## src/rtl/lkdn_pkg.sv

```systemverilog
package lkdn_pkg;

    localparam logic [3:0] CRM_ICACHE  = 4'b0001;
    localparam logic [3:0] CRM_DCACHE  = 4'b0010;
    localparam logic [2:0] OP2_PRIMARY = 3'b000;
    localparam logic [2:0] OP2_UNLOCK  = 3'b001;

    typedef enum logic [2:0] {
        LK_NONE,
        LK_IC_FETCH,
        LK_IC_UNLOCK,
        LK_DC_MODE_RD,
        LK_DC_MODE_WR,
        LK_DC_UNLOCK
    } lk_op_e;

    typedef struct packed {
        lk_op_e op;
        logic   rd;
        logic   err;
    } lk_cmd_t;

    function automatic lk_cmd_t lk_decode(
        input logic [3:0] crm,
        input logic [2:0] op2,
        input logic       wr,
        input logic       ic_en,
        input logic       dc_en
    );
        lk_cmd_t c;
        c.op  = LK_NONE;
        c.rd  = !wr;
        c.err = 1'b1;
        if (crm == CRM_ICACHE && wr) begin
            if (op2 == OP2_PRIMARY && ic_en) begin
                c.op = LK_IC_FETCH; c.err = 1'b0;
            end else if (op2 == OP2_UNLOCK && ic_en) begin
                c.op = LK_IC_UNLOCK; c.err = 1'b0;
            end
        end else if (crm == CRM_DCACHE) begin
            if (op2 == OP2_PRIMARY) begin
                c.op  = wr ? LK_DC_MODE_WR : LK_DC_MODE_RD;
                c.err = 1'b0;
            end else if (op2 == OP2_UNLOCK && wr && dc_en) begin
                c.op = LK_DC_UNLOCK; c.err = 1'b0;
            end
        end
        return c;
    endfunction

endpackage

```

## src/rtl/lkdn_cmd_decode.sv

```systemverilog
module lkdn_cmd_decode
    import lkdn_pkg::*;
(
    input  logic       accept,
    input  logic [3:0] crm,
    input  logic [2:0] op2,
    input  logic       wr,
    input  logic       ic_en,
    input  logic       dc_en,
    output lk_cmd_t    cmd
);

    lk_cmd_t raw;

    always_comb begin
        raw = lk_decode(crm, op2, wr, ic_en, dc_en);
        cmd = raw;
        if (!accept) begin
            cmd.op  = LK_NONE;
            cmd.rd  = 1'b0;
            cmd.err = 1'b0;
        end
    end

    always_comb begin
        if (cmd.err) begin
            assert (cmd.op == LK_NONE) else $error("AST_ERR_NO_OP");
        end
    end

endmodule

```

## src/rtl/lkdn_lock_array.sv

```systemverilog
module lkdn_lock_array #(
    parameter int SETS  = 16,
    parameter int WAYS  = 4,
    parameter int SET_W = 4,
    parameter int WAY_W = 2
) (
    input  logic             clk,
    input  logic             rst,
    input  logic             clr_all,
    input  logic             set_en,
    input  logic [SET_W-1:0] set_idx,
    input  logic [WAY_W-1:0] set_way,
    input  logic [SET_W-1:0] q_idx,
    output logic [WAY_W-1:0] q_way,
    output logic             q_free
);

    logic [SETS-1:0][WAYS-1:0] lock_q;

    always_ff @(posedge clk) begin
        if (rst) begin
            lock_q <= '0;
        end else if (clr_all) begin
            lock_q <= '0;
        end else if (set_en) begin
            lock_q[set_idx][set_way] <= 1'b1;
        end
    end

    always_comb begin
        q_free = 1'b0;
        q_way  = '0;
        for (int w = WAYS - 1; w >= 0; w--) begin
            if (!lock_q[q_idx][w]) begin
                q_free = 1'b1;
                q_way  = WAY_W'(w);
            end
        end
    end

    AST_CLEAR_EMPTIES: assert property (@(posedge clk) disable iff (rst)
        clr_all |=> (lock_q == '0));
    AST_VICTIM_UNLOCKED: assert property (@(posedge clk) disable iff (rst)
        q_free |-> !lock_q[q_idx][q_way]);
    AST_FULL_SET_ONLY: assert property (@(posedge clk) disable iff (rst)
        !q_free |-> (&lock_q[q_idx]));
    AST_LOCK_STICKS: assert property (@(posedge clk) disable iff (rst)
        (set_en && !clr_all) |=> lock_q[$past(set_idx)][$past(set_way)]);

endmodule

```

## src/rtl/cache_lockdown_ctrl.sv

```systemverilog
module cache_lockdown_ctrl
    import lkdn_pkg::*;
#(
    parameter int ADDR_W     = 32,
    parameter int LINE_BYTES = 32,
    parameter int IC_SETS    = 16,
    parameter int IC_WAYS    = 4,
    parameter int DC_SETS    = 16,
    parameter int DC_WAYS    = 4,
    localparam int OFF_W     = $clog2(LINE_BYTES),
    localparam int IC_SET_W  = (IC_SETS > 1) ? $clog2(IC_SETS) : 1,
    localparam int IC_WAY_W  = (IC_WAYS > 1) ? $clog2(IC_WAYS) : 1,
    localparam int DC_SET_W  = (DC_SETS > 1) ? $clog2(DC_SETS) : 1,
    localparam int DC_WAY_W  = (DC_WAYS > 1) ? $clog2(DC_WAYS) : 1
) (
    input  logic                clk,
    input  logic                rst,
    input  logic                cmd_valid,
    input  logic [3:0]          cmd_crm,
    input  logic [2:0]          cmd_op2,
    input  logic                cmd_write,
    input  logic [ADDR_W-1:0]   cmd_data,
    output logic                cmd_ready,
    output logic                rd_valid,
    output logic [ADDR_W-1:0]   rd_data,
    output logic                cmd_err,
    input  logic                icache_en,
    input  logic                dcache_en,
    output logic                ic_fill_req,
    output logic [ADDR_W-1:0]   ic_fill_addr,
    output logic [IC_WAY_W-1:0] ic_fill_way,
    output logic                ic_fill_alloc,
    input  logic                ic_fill_ack,
    output logic                ic_lock_fail,
    input  logic                dc_fill_valid,
    input  logic [DC_SET_W-1:0] dc_fill_set,
    output logic [DC_WAY_W-1:0] dc_fill_way,
    output logic                dc_fill_alloc,
    output logic                dc_fill_lock
    ,output logic               dc_lock_fail
);

    localparam logic [ADDR_W-1:0] OFF_MASK = ADDR_W'(LINE_BYTES - 1);

    lk_cmd_t             cmd;
    logic                accept;
    logic                busy_q;
    logic                lock_mode_q;
    logic [ADDR_W-1:0]   req_addr_q;
    logic [IC_WAY_W-1:0] req_way_q;
    logic                req_alloc_q;
    logic                rd_valid_q;
    logic [ADDR_W-1:0]   rd_data_q;
    logic                err_q;
    logic                ic_fail_q;
    logic                dc_fail_q;
    logic                fill_done;

    logic [IC_WAY_W-1:0] ic_q_way;
    logic                ic_q_free;
    logic [DC_WAY_W-1:0] dc_q_way;
    logic                dc_q_free;

    assign accept    = cmd_valid && !busy_q;
    assign fill_done = busy_q && ic_fill_ack;

    lkdn_cmd_decode u_decode (
        .accept (accept),
        .crm    (cmd_crm),
        .op2    (cmd_op2),
        .wr     (cmd_write),
        .ic_en  (icache_en),
        .dc_en  (dcache_en),
        .cmd    (cmd)
    );

    lkdn_lock_array #(
        .SETS  (IC_SETS),
        .WAYS  (IC_WAYS),
        .SET_W (IC_SET_W),
        .WAY_W (IC_WAY_W)
    ) u_ic_locks (
        .clk     (clk),
        .rst     (rst),
        .clr_all (cmd.op == LK_IC_UNLOCK),
        .set_en  (fill_done && req_alloc_q),
        .set_idx (req_addr_q[OFF_W +: IC_SET_W]),
        .set_way (req_way_q),
        .q_idx   (cmd_data[OFF_W +: IC_SET_W]),
        .q_way   (ic_q_way),
        .q_free  (ic_q_free)
    );

    lkdn_lock_array #(
        .SETS  (DC_SETS),
        .WAYS  (DC_WAYS),
        .SET_W (DC_SET_W),
        .WAY_W (DC_WAY_W)
    ) u_dc_locks (
        .clk     (clk),
        .rst     (rst),
        .clr_all (cmd.op == LK_DC_UNLOCK),
        .set_en  (dc_fill_lock),
        .set_idx (dc_fill_set),
        .set_way (dc_q_way),
        .q_idx   (dc_fill_set),
        .q_way   (dc_q_way),
        .q_free  (dc_q_free)
    );

    always_ff @(posedge clk) begin
        if (rst) begin
            busy_q      <= 1'b0;
            lock_mode_q <= 1'b0;
            req_addr_q  <= '0;
            req_way_q   <= '0;
            req_alloc_q <= 1'b0;
            rd_valid_q  <= 1'b0;
            rd_data_q   <= '0;
            err_q       <= 1'b0;
            ic_fail_q   <= 1'b0;
            dc_fail_q   <= 1'b0;
        end else begin
            rd_valid_q <= cmd.rd;
            rd_data_q  <= (cmd.op == LK_DC_MODE_RD) ? ADDR_W'(lock_mode_q) : '0;
            err_q      <= cmd.err;
            ic_fail_q  <= fill_done && !req_alloc_q;
            dc_fail_q  <= dc_fill_valid && lock_mode_q && !dc_q_free;
            if (cmd.op == LK_DC_MODE_WR) begin
                lock_mode_q <= cmd_data[0];
            end
            if (cmd.op == LK_IC_FETCH) begin
                busy_q      <= 1'b1;
                req_addr_q  <= cmd_data & ~OFF_MASK;
                req_way_q   <= ic_q_way;
                req_alloc_q <= ic_q_free;
            end else if (fill_done) begin
                busy_q <= 1'b0;
            end
        end
    end

    assign cmd_ready     = !busy_q;
    assign rd_valid      = rd_valid_q;
    assign rd_data       = rd_data_q;
    assign cmd_err       = err_q;
    assign ic_fill_req   = busy_q;
    assign ic_fill_addr  = req_addr_q;
    assign ic_fill_way   = req_way_q;
    assign ic_fill_alloc = req_alloc_q;
    assign ic_lock_fail  = ic_fail_q;
    assign dc_fill_way   = dc_q_way;
    assign dc_fill_alloc = dc_q_free;
    assign dc_fill_lock  = dc_fill_valid && lock_mode_q && dc_q_free;
    assign dc_lock_fail  = dc_fail_q;

    AST_REQ_HELD: assert property (@(posedge clk) disable iff (rst)
        (ic_fill_req && !ic_fill_ack) |=> (ic_fill_req && $stable(ic_fill_addr)));
    AST_REQ_ALIGNED: assert property (@(posedge clk) disable iff (rst)
        ic_fill_req |-> ((ic_fill_addr & OFF_MASK) == '0));
    AST_MODE_FROZEN_BUSY: assert property (@(posedge clk) disable iff (rst)
        busy_q |=> $stable(lock_mode_q));
    AST_RD_UPPER_ZERO: assert property (@(posedge clk) disable iff (rst)
        rd_valid |-> (rd_data[ADDR_W-1:1] == '0));
    AST_ERR_RD_ZERO: assert property (@(posedge clk) disable iff (rst)
        (rd_valid && cmd_err) |-> (rd_data == '0));
    AST_NO_REQ_DISABLED: assert property (@(posedge clk) disable iff (rst)
        $rose(ic_fill_req) |-> $past(icache_en));
    AST_DC_FAIL_CAUSE: assert property (@(posedge clk) disable iff (rst)
        dc_lock_fail |-> $past(dc_fill_valid && !dc_fill_alloc));

endmodule

```

## config.mk

```make
export PLATFORM = sky130hd
export DESIGN_NAME = cache_lockdown_ctrl
export DESIGN_NICKNAME = d
export VERILOG_FILES = /design/src/rtl/lkdn_pkg.sv /design/src/rtl/lkdn_cmd_decode.sv /design/src/rtl/lkdn_lock_array.sv /design/src/rtl/cache_lockdown_ctrl.sv
export SDC_FILE = /design/constraint.sdc
export NUM_CORES = 1
export LEC_CHECK = 0
export BUFFER_PORTS_ARGS = -buffer_cell sky130_fd_sc_hd__clkbuf_2
export CORE_MARGIN = 2
export CORE_UTILIZATION = 57
export CTS_BUF_LIST = sky130_fd_sc_hd__clkbuf_16
export DETAILED_ROUTE_END_ITERATION = 10
export PLACE_DENSITY = 0.89
export SLEW_MARGIN = 20
export SYNTH_ARGS = -nofsm -noshare
export SYNTH_HDL_FRONTEND = slang
export SYNTH_SLANG_ARGS = --single-unit
```

## constraint.sdc

```tcl
create_clock -name clk -period 2.9 [get_ports clk]
set_input_delay 0.29 -clock clk [delete_from_list [all_inputs] [get_ports clk]]
set_output_delay 0.29 -clock clk [all_outputs]
set_load 0.1 [all_outputs]
```

==> flow_summary.ini <==
[synth]
synthArstFlopShare_pct = 0
avgSynthCellArea_um2 = 9.12
synth_compound_area_share_pct = 17.7
ys_warn_count = 0
yosysSeqAreaShare_pct = 42.8
dominantRegCellSynth = dfxtp_1
synthAdderAreaFrac_pct = 0
synth_xor_area_share_pct = 0
ys_types = 52
synth_top_family_by_area = simple AND/OR/NAND/NOR gates
netlist_instances = 846
synth_edf_count = 0
synth_simple_gate_area_share_pct = 19.8
muxShareOfSynthArea_pct = 9.85
ys_ff_latch = 165
syn-cell-area_um2 = 7710

[clocking]
clock-root-buffer = clkbuf_16
cts.sinks = 165
cts_buffers = 17
clk_path_buf_depth = 2
ctsResizeCount = 0
clkLatencyLatePin_ps = 430
h-tree-depth = 4
cts_tree = yes
post_cts_buffers = 0
cts.hold.buffers_added = 0
clk_pin_slew_ps = 60

[critical_path]
critPathBufInv = 1
cpPeakStageDelay_ps = 470
cp-end-kind = output port
r2r_slack_ps = 830
r2r-end = u_dc_locks.lock_q[7]
r2r.worst_path.cells = 7
worst_ep_arrival_time_ps = 2320
worst_path_max_delay_cell = mux4_2
crit_family = compound AO/OA/AOI/OAI gates
crit_chain = mux4_2 > a22oi_1 > and2_1 > nor2_1 > a211oi_4 > buf_12
crit_type = reg2out
r2r-start = u_dc_locks.lock_q[42]
critPathLaunchType = flop
crit_fanout = 4
required_ps = 2610

[hold_path]
holdPathStages = 3
holdPathEnd = ic_fill_addr[24]
hold_path.class = in2reg
hp-start = cmd_data[24]

[detailed_routing]
via_count = 6498
vias_per_cell = 5.88
wl_mm = 18.4
avgRoutedWirePerCell_um = 16.6
drt-initial-drc-count = 682
drc = 0
ant_nets = 0
dr.pass1.iters = 5

[finish]
antenna-diode-count = 0
seqCellArea_um2 = 3300
fill_cells = 988
area_growth_pct = 14.9
final_nets = 967
multi_input_area_um2 = 3850
drive_above_1_share_pct = 24.0
finalNonFillerCells = 1105
final_util_pct = 66.9

[die]
die_area_um2 = 14500
die_h_um = 120
std_cell_rows = 42
die_x_um = 120
ios = 128
initial_core_util_pct = 58.2
core_um2 = 13200

[global_routing]
grt_usage_pct = 25.8
first_global_vias = 6228
grt_pass1_wl_mm = 29.7
grt_max_degree = 65
antenna_found_initial = 0
globalRoute.totalOverflow = 0

[run]
max-cap-violations = 0

[sta]
slew_viol_final = 0
timing.slew.headroom_pct = 35.7
setup_viol = 0
fmax_mhz = 383
worst_slew_pin_slew_ps = 956
rsz0062_at_grt = false
fin_crit_sh_pct = 90.0
fin_crit_ps = 2610
fin_setup_tns_ps = 0
fin_skew_ps = 11.5
hold_viol_final = 0

[pwr]
vdd_drop_max_uv = 415
p_per_area_nw_per_um2 = 576
p_leak_nw = 3.21
power.total_mw = 5.10

[placement]
numPlacedInstances = 1073
gp_congestion = 0.892
hpwl_mm = 12.3
portBuffers = 87

[run_status]
outcome = complete, no violations
## worst reg2reg max path, cell delays in order, from the launching register on
cell      delay (ps)
dfxtp_1          320
mux4_2           470
a22oi_1          270
and2_1           190
buf_4            190
nand2b_1         160
buf_4            230
o31ai_1          120
## layer usage
metal,track usage [%],wire length (µm),part of all wire [%]
met1,31.6,7280,40
met2,43.3,9250,50
met4,12.4,402,2.2
met5,0,0,0
met3,5.66,1460,7.9
## stage by stage
| stage | hold slack (ps) | worst slack (ps) | area [µm²] |
|---|---|---|---|
| 2_1_floorplan | 369 | 28.7 | 7880 |
| 3_5_place_dp | 434 | 312 | 8230 |
| 6_report | 80.5 | 289 | 8860 |
| 5_1_grt | 88.9 | 220 | 8860 |
| 4_1_cts | 71.3 | 291 | 8860 |
| 3_3_place_gp | 429 | 391 | 8230 |
## placed cells by master (no fill, tap or decap), types with 4 or more instances in the layout
cell type | Yosys | routed
nor2b_1 | 7 | 7
clkbuf_16 | 0 | 17
a22oi_1 | 5 | 5
nand3_1 | 7 | 7
mux4_2 | 31 | 31
buf_12 | 0 | 5
o31ai_1 | 17 | 17
clkbuf_2 | 0 | 83
o211ai_1 | 22 | 22
and3_1 | 10 | 10
nor2_4 | 30 | 30
mux2i_1 | 5 | 5
dfxtp_1 | 165 | 165
conb_1 | 1 | 36
inv_1 | 35 | 36
nand2b_1 | 11 | 11
buf_4 | 39 | 28
o2111ai_1 | 10 | 10
a21oi_1 | 127 | 126
bufinv_16 | 0 | 4
a41oi_1 | 16 | 16
and2_1 | 4 | 4
nand2_1 | 103 | 103
nor2_1 | 84 | 84
nor3_1 | 17 | 17
## worst max-delay path by stage
stage | cells past startpoint | endpoint | slack, ps | from
2_1_floorplan | 9 | dc_fill_way[0] | 30 | dc_fill_set[0]
3_3_place_gp | 7 | dc_fill_way[1] | 390 | dc_fill_set[0]
3_5_place_dp | 8 | u_dc_locks.lock_q[7] | 310 | dc_fill_set[0]
4_1_cts | 6 | dc_fill_way[1] | 290 | u_dc_locks.lock_q[42]
5_1_grt | 9 | dc_fill_way[1] | 220 | dc_fill_set[0]
6_report | 6 | dc_fill_way[1] | 290 | u_dc_locks.lock_q[42]
## registers in the layout (all words and copies together) (netlist names), 2 cells and up
name               count
ic_fill_addr          27
ic_fill_way            2
u_dc_locks.lock_q     64
u_ic_locks.lock_q     64
## kinds of logic (layout without fill, tap and decap cells)
group / Yosys count / in the layout
AND/OR/NAND/NOR: 293 / 293
AO/OA/AOI/OAI: 215 / 215
flip-flops: 165 / 165
buffers and inverters: 135 / 183
multiplexers: 37 / 37
other: 1 / 36
## synth_stat cells (all sizes together) (4+ instances only)
cell type / instances / area, µm²
a21oi: 128 / 644
a22oi: 5 / 37.5
a41oi: 16 / 140
and2: 4 / 25.0
and3: 10 / 62.6
buf: 69 / 508
clkbuf: 31 / 116
dfxtp: 165 / 3300
inv: 35 / 131
mux2i: 5 / 50.1
mux4: 31 / 698
nand2: 103 / 387
nand2b: 11 / 68.8
nand3: 7 / 35.0
nor2: 114 / 653
nor2b: 7 / 43.8
nor3: 17 / 85.1
o2111ai: 10 / 87.6
o211ai: 22 / 165
o31ai: 17 / 128
## final cells by class
| type | instances | share of cell area, % |
|---|---|---|
| Clock inverter | 15 | 2.30 |
| Inverter | 35 | 1.48 |
| Timing Repair Buffer | 116 | 8.19 |
| Multi-Input combinational cell | 581 | 43.5 |
| Clock buffer | 17 | 4.80 |
| Tap cell | 176 | 2.49 |
| Sequential cell | 165 | 37.3 |
## power breakdown
part,internal (mW),switching (mW)
clock network,1.45,0.947
logic,0.0756,0.364
registers,2.27,0.000495
(Power assumes the default switching activity.)
